===== config.mk =====
export PLATFORM = sky130hd
export DESIGN_NAME = trip_block_supervisor
export DESIGN_NICKNAME = d
export VERILOG_FILES = /design/src/rtl/tbs_pkg.sv /design/src/rtl/tbs_setting_clamp.sv /design/src/rtl/tbs_pu_do_timer.sv /design/src/rtl/tbs_trip_gate.sv /design/src/rtl/trip_block_supervisor.sv
export SDC_FILE = /design/constraint.sdc
export NUM_CORES = 1
export LEC_CHECK = 0
export BUFFER_PORTS_ARGS = -buffer_cell sky130_fd_sc_hd__buf_4
export CORE_ASPECT_RATIO = 0.7
export CORE_MARGIN = 2
export CORE_UTILIZATION = 52
export CTS_BUF_LIST = sky130_fd_sc_hd__clkbuf_2
export DETAILED_ROUTE_END_ITERATION = 8
export PLACE_DENSITY = 0.8
export SYNTH_ARGS = -nofsm -noshare
export SYNTH_HDL_FRONTEND = slang
export SYNTH_SLANG_ARGS = --single-unit

===== constraint.sdc =====
create_clock -name clk -period 2.9 [get_ports clk]
set_input_delay 0.29 -clock clk [delete_from_list [all_inputs] [get_ports clk]]
set_output_delay 0.29 -clock clk [all_outputs]
set_load 0.005 [all_outputs]

===== src/rtl/tbs_pkg.sv =====
// Package: shared widths, setting limits and the clamp helper for the
// transient blocking supervisor. Assumes settings are unsigned millisecond
// counts that fit in SET_W bits.
package tbs_pkg;
    localparam int SET_W   = 7;
    localparam int SET_MIN = 15;
    localparam int SET_MAX = 99;

    typedef logic [SET_W-1:0] set_t;

    // Limit a raw setting to the legal window [lo, hi].
    function automatic set_t clamp_set(input set_t raw, input set_t lo, input set_t hi);
        if (raw < lo)      return lo;
        else if (raw > hi) return hi;
        else               return raw;
    endfunction
endpackage


===== src/rtl/tbs_setting_clamp.sv =====
// Setting limiter: maps a raw millisecond setting into [LO, HI].
// Purely combinational; assumes LO <= HI and both fit in W bits.
module tbs_setting_clamp #(
    parameter int W  = 7,
    parameter int LO = 15,
    parameter int HI = 99
) (
    input  logic [W-1:0] raw_i,
    output logic [W-1:0] eff_o
);
    localparam logic [W-1:0] LO_V = W'(LO);
    localparam logic [W-1:0] HI_V = W'(HI);

    // Select the bounded value.
    always_comb begin
        if (raw_i < LO_V)      eff_o = LO_V;
        else if (raw_i > HI_V) eff_o = HI_V;
        else                   eff_o = raw_i;
    end


    always_comb begin
        clamp_range_chk: assert (eff_o >= LO_V && eff_o <= HI_V);
    end
endmodule


===== src/rtl/tbs_pu_do_timer.sv =====
// Pickup/dropout timer: output rises after the input has been true for
// `pickup_i` ticks in a row, and falls after it has been false for
// `dropout_i` ticks in a row. Assumes pickup_i and dropout_i are at least 1
// and that tick_i is a one-cycle enable. Synchronous active-low reset.
module tbs_pu_do_timer #(
    parameter int W = 7
) (
    input  logic         clk,
    input  logic         rst_n,
    input  logic         tick_i,
    input  logic         arm_i,
    input  logic [W-1:0] pickup_i,
    input  logic [W-1:0] dropout_i,
    output logic         block_o
);
    localparam int CW = W + 1;

    logic [W-1:0]  pu_cnt;
    logic [W-1:0]  do_cnt;
    logic [CW-1:0] pu_next;
    logic [CW-1:0] do_next;

    // Candidate counts after one more qualifying tick.
    always_comb begin
        pu_next = {1'b0, pu_cnt} + CW'(1);
        do_next = {1'b0, do_cnt} + CW'(1);
    end

    // Run the pickup phase while idle and the dropout phase while blocking.
    always_ff @(posedge clk) begin
        if (!rst_n) begin
            block_o <= 1'b0;
            pu_cnt  <= '0;
            do_cnt  <= '0;
        end else if (!block_o) begin
            do_cnt <= '0;
            if (!arm_i) begin
                pu_cnt <= '0;
            end else if (tick_i) begin
                if (pu_next >= {1'b0, pickup_i}) begin
                    block_o <= 1'b1;
                    pu_cnt  <= '0;
                end else begin
                    pu_cnt <= pu_next[W-1:0];
                end
            end
        end else begin
            pu_cnt <= '0;
            if (arm_i) begin
                do_cnt <= '0;
            end else if (tick_i) begin
                if (do_next >= {1'b0, dropout_i}) begin
                    block_o <= 1'b0;
                    do_cnt  <= '0;
                end else begin
                    do_cnt <= do_next[W-1:0];
                end
            end
        end
    end


    assert property (@(posedge clk) disable iff (!rst_n)
        $rose(block_o) |-> $past(arm_i && tick_i))
        else $error("rise_needs_arm_tick_chk");

    rise_fall_guard: assert property (@(posedge clk) disable iff (!rst_n)
        ($fell(block_o) && $past(rst_n)) |-> $past(!arm_i && tick_i));

    hold_while_armed_chk: assert property (@(posedge clk) disable iff (!rst_n)
        (block_o && arm_i) |=> block_o);

    no_tick_hold_chk: assert property (@(posedge clk) disable iff (!rst_n)
        !tick_i |=> $stable(block_o));

    pu_bound_chk: assert property (@(posedge clk) disable iff (!rst_n)
        pu_cnt < pickup_i);
endmodule


===== src/rtl/tbs_trip_gate.sv =====
// Final trip gate: trip passes only with request and integrator output
// present and blocking absent. Combinational; no state.
module tbs_trip_gate (
    input  logic trip_req_i,
    input  logic integ_i,
    input  logic block_i,
    output logic trip_o
);
    // Form the gated trip.
    always_comb trip_o = trip_req_i & integ_i & ~block_i;


    always_comb begin
        blocked_no_trip_chk: assert (!(block_i && trip_o));
    end
endmodule


===== src/rtl/trip_block_supervisor.sv =====
// Transient blocking trip supervisor: arms a pickup/dropout timer when a
// fault is seen without an integrator output, and uses the timer output to
// inhibit the final trip. Assumes tick_ms is a one-cycle 1 ms enable in the
// clk domain and all inputs are synchronous to clk.
module trip_block_supervisor
    import tbs_pkg::*;
(
    input  logic             clk,
    input  logic             rst_n,
    input  logic             tick_ms,
    input  logic             fault_det,
    input  logic             integ_out,
    input  logic             trip_req,
    input  logic [SET_W-1:0] pickup_ms,
    input  logic [SET_W-1:0] dropout_ms,
    output logic             trip_out,
    output logic             block_active
);
    localparam int NSET = 2;

    logic             arm;
    logic [SET_W-1:0] raw_set [NSET];
    logic [SET_W-1:0] eff_set [NSET];

    // Arming condition: fault seen and no integrator output.
    always_comb arm = fault_det & ~integ_out;

    // Gather the raw settings for the limiter array.
    always_comb begin
        raw_set[0] = pickup_ms;
        raw_set[1] = dropout_ms;
    end

    // One limiter per timing setting.
    for (genvar g = 0; g < NSET; g++) begin : g_clamp
        tbs_setting_clamp #(
            .W (SET_W),
            .LO(SET_MIN),
            .HI(SET_MAX)
        ) i_clamp (
            .raw_i(raw_set[g]),
            .eff_o(eff_set[g])
        );
    end

    tbs_pu_do_timer #(.W(SET_W)) i_timer (
        .clk      (clk),
        .rst_n    (rst_n),
        .tick_i   (tick_ms),
        .arm_i    (arm),
        .pickup_i (eff_set[0]),
        .dropout_i(eff_set[1]),
        .block_o  (block_active)
    );

    tbs_trip_gate i_gate (
        .trip_req_i(trip_req),
        .integ_i   (integ_out),
        .block_i   (block_active),
        .trip_o    (trip_out)
    );


    reset_clears_chk: assert property (@(posedge clk)
        !rst_n |=> !block_active);
endmodule


==> flow_metrics.py <==
metrics = {
    "outcome": {
        "status": "completed",
    },
    "synth": {
        "syn_inst": 174,
        "synth_top_cell_area_share": 0.215,
        "synth_area_um2": 1400,
        "synth_area_leaders": "dfxtp_1 21%, ha_1 14%, nand3_1 4.3%",
        "avgSynthCellArea_um2": 8.04,
        "synth-seq-cells": 15,
        "ys_warn_count": 0,
        "yosysUniqueCellTypes": 49,
        "async_reset_ff_frac": 0,
        "yosysSeqAreaShare": 0.215,
        "ys.flop_type": "dfxtp_1",
        "synth_area_leader_cell": "dfxtp_1",
        "syn_nets": 210,
        "synth_edf_count": 0,
    },
    "placement": {
        "routabilityCongestion": 0.823,
        "placed_cells": 225,
        "io_buffers": 21,
        "hpwlAfterDp_mm": 2.49,
    },
    "clocking": {
        "cts_tree": "done",
        "cts_hold_buf": 0,
        "insertion_delay_ns": 0.30,
        "cts_setup_buffers": 0,
        "ctsRootBufferMaster": "clkbuf_2",
        "numCtsBuffers": 3,
        "cts_resized": 0,
        "clkSlewWorstSetupHoldPaths_ns": 0.17,
        "clock_sinks": 15,
        "cts_htree_levels": 1,
        "clk_path_buf_depth": 2,
    },
    "setup_path": {
        "worstPathRequired_ns": 3.12,
        "cp_data_arrival_time_ns": 2.74,
        "rrSetupSlack_ns": 0.38,
        "r2r_start": "i_timer.pu_cnt[0]",
        "crit_fanout": 12,
        "crit_path_start_kind": "flop",
        "setup.worst_path.class": "flop to flop",
        "r2r-end": "i_timer.pu_cnt[5]",
        "cp-end-kind": "flop",
        "rr_worst_depth": 11,
    },
    "layout": {
        "stdcell_count": 229,
        "multi_input_area_um2": 1020,
        "area_growth_pct": 14.2,
        "final_cell_mix": "23 x buf_4, 16 x nand2_1, 16 x ha_1",
        "final_common_cell": "buf_4",
        "nFillCells": 228,
        "drive_above_1_share": 0.195,
        "antenna_cells": 0,
        "nNetsFinal": 232,
        "seq_area_um2": 300,
    },
    "min_path": {
        "worstHoldPathCells": 2,
        "min_path_type": "input port to flop",
        "min_from": "rst_n",
        "hold-path-endpoint": "i_timer.block_o",
    },
    "global_route": {
        "antenna_found_initial": 0,
        "grt_pass1_vias": 1202,
        "grt_overflow": 0,
        "grtUsageTotal": 0.225,
        "grt_max_degree": 17,
        "grt_pass1_wl_mm": 5.29,
    },
    "sta": {
        "slew_viol_final": 0,
        "final.period_utilization": 0.869,
        "slew_headroom": 0.658,
        "hold_violations": 0,
        "hold_slack_ns": 0.230,
        "final.setup_skew_ns": 0.0171,
        "rsz0062_at_grt": "false",
        "min_period_ns": 2.52,
        "max_freq_mhz": 397,
        "totalNegativeSetupSlack_ns": 0,
        "tightestPinTransition_ns": 0.512,
        "setup_viol": 0,
    },
    "floorplanning": {
        "die_area_um2": 3130,
        "chipHeight_um": 47.4,
        "coreArea_um2": 2510,
        "die_w_um": 66.0,
        "start_util": 0.556,
        "ioPinCount": 22,
        "num_rows": 15,
    },
    "route": {
        "num_vias": 1316,
        "antenna_left": 0,
        "wire_per_inst_um": 13.7,
        "route.detailed.drc": 0,
        "vias_per_cell": 5.75,
        "routed_wl_mm": 3.13,
        "drt_first_iter_violations": 31,
        "drt_first_pass_iters": 4,
    },
    "run": {
        "maxCapViolations": 0,
    },
    "power": {
        "ir_drop_mv": 0.152,
        "p_per_area_nw_per_um2": 241,
        "p_leak_nw": 0.713,
    },
}
sequential cells by signal, summed over array words and instances, names as in the netlist:
signal and cells:
i_timer.block_o 1, i_timer.do_cnt 7, i_timer.pu_cnt 7
metal layers:
layer | wire length [um] | global-route usage | share of wire
met1 | 1570 | 0.300 | 0.50
met2 | 1450 | 0.378 | 0.46
met3 | 114 | 0.0600 | 0.036
met4 | 0 | 0.0449 | 0
met5 | 0 | 0 | 0
cells by family after synthesis:
logic type / synth area share
AOI/OAI and AO/OA: 0.206
DFF: 0.215
and+or+nand+nor: 0.316
buffers and inverters: 0.0528
adders and majority gates: 0.143
xor gates and xnor gates: 0.0680
stage by stage:
step | total power, W | worst slack [ns] | area (um^2) | utilization
2_1_floorplan | 0.000248 | 0.643 | 1400 | -
5_1_grt | 0.000408 | 0.181 | 1600 | 0.635
3_3_place_gp | 0.000280 | 0.437 | 1580 | 0.627
4_1_cts | 0.000386 | 0.389 | 1600 | 0.635
3_5_place_dp | 0.000284 | 0.391 | 1580 | 0.627
6_report | 0.000385 | 0.379 | 1600 | 0.635
worst max-delay path, stage by stage, from the launching register on:
cell      delay, ns
dfxtp_1        0.47
ha_1           0.26
nand3_1        0.21
nor2_1         0.18
xor2_1         0.22
ha_1           0.28
inv_1          0.06
o221ai_1       0.12
a21oi_1        0.15
buf_4          0.21
nand3_1        0.10
a31oi_1        0.18
worst max path at each step:
stage,cells past startpoint,slack [ns],start,endpoint
floorplan,10,0.64,i_timer.do_cnt[0],i_timer.do_cnt[3]
global placement,11,0.44,dropout_ms[4],i_timer.do_cnt[1]
detailed placement,11,0.39,dropout_ms[4],i_timer.do_cnt[2]
CTS,11,0.39,i_timer.pu_cnt[0],i_timer.pu_cnt[5]
global route,11,0.18,i_timer.pu_cnt[0],i_timer.pu_cnt[5]
finish,11,0.38,i_timer.pu_cnt[0],i_timer.pu_cnt[5]
where the power goes:
| group | switching (W) | total, W | internal [W] |
|---|---|---|---|
| Sequential | 0.000000769 | 0.000207 | 0.000207 |
| Clock | 0.0000731 | 0.000104 | 0.0000312 |
| Combinational | 0.0000379 | 0.0000729 | 0.0000350 |
| Total | 0.000112 | 0.000385 | 0.000273 |
synthesized netlist by cell type (2+ instances only):
| cell type | count |
|---|---|
| o2111a_1 | 2 |
| a31oi_1 | 5 |
| nand3_1 | 12 |
| dfxtp_1 | 15 |
| o31a_1 | 3 |
| inv_1 | 10 |
| o31ai_1 | 2 |
| o311ai_0 | 2 |
| nand2b_1 | 2 |
| nor4_1 | 4 |
| nand2_1 | 16 |
| and3_1 | 3 |
| a211oi_1 | 2 |
| ha_1 | 16 |
| nor2b_1 | 5 |
| xnor2_1 | 6 |
| a21oi_1 | 10 |
| or2_2 | 3 |
| nor3b_1 | 2 |
| clkbuf_1 | 2 |
| nand4b_1 | 2 |
| xor2_1 | 3 |
| nor3_1 | 3 |
| nand3b_1 | 3 |
| o21ai_0 | 3 |
| nor2_1 | 15 |
final cells by class:
type,instances,area share
multi-input combinational,143,0.641
clock buffer,3,0.00940
sequential,15,0.188
clock inverter,1,0.00313
tap,34,0.0266
timing repair buffer,23,0.108
inverter,10,0.0235
(Power assumes the default switching activity.)
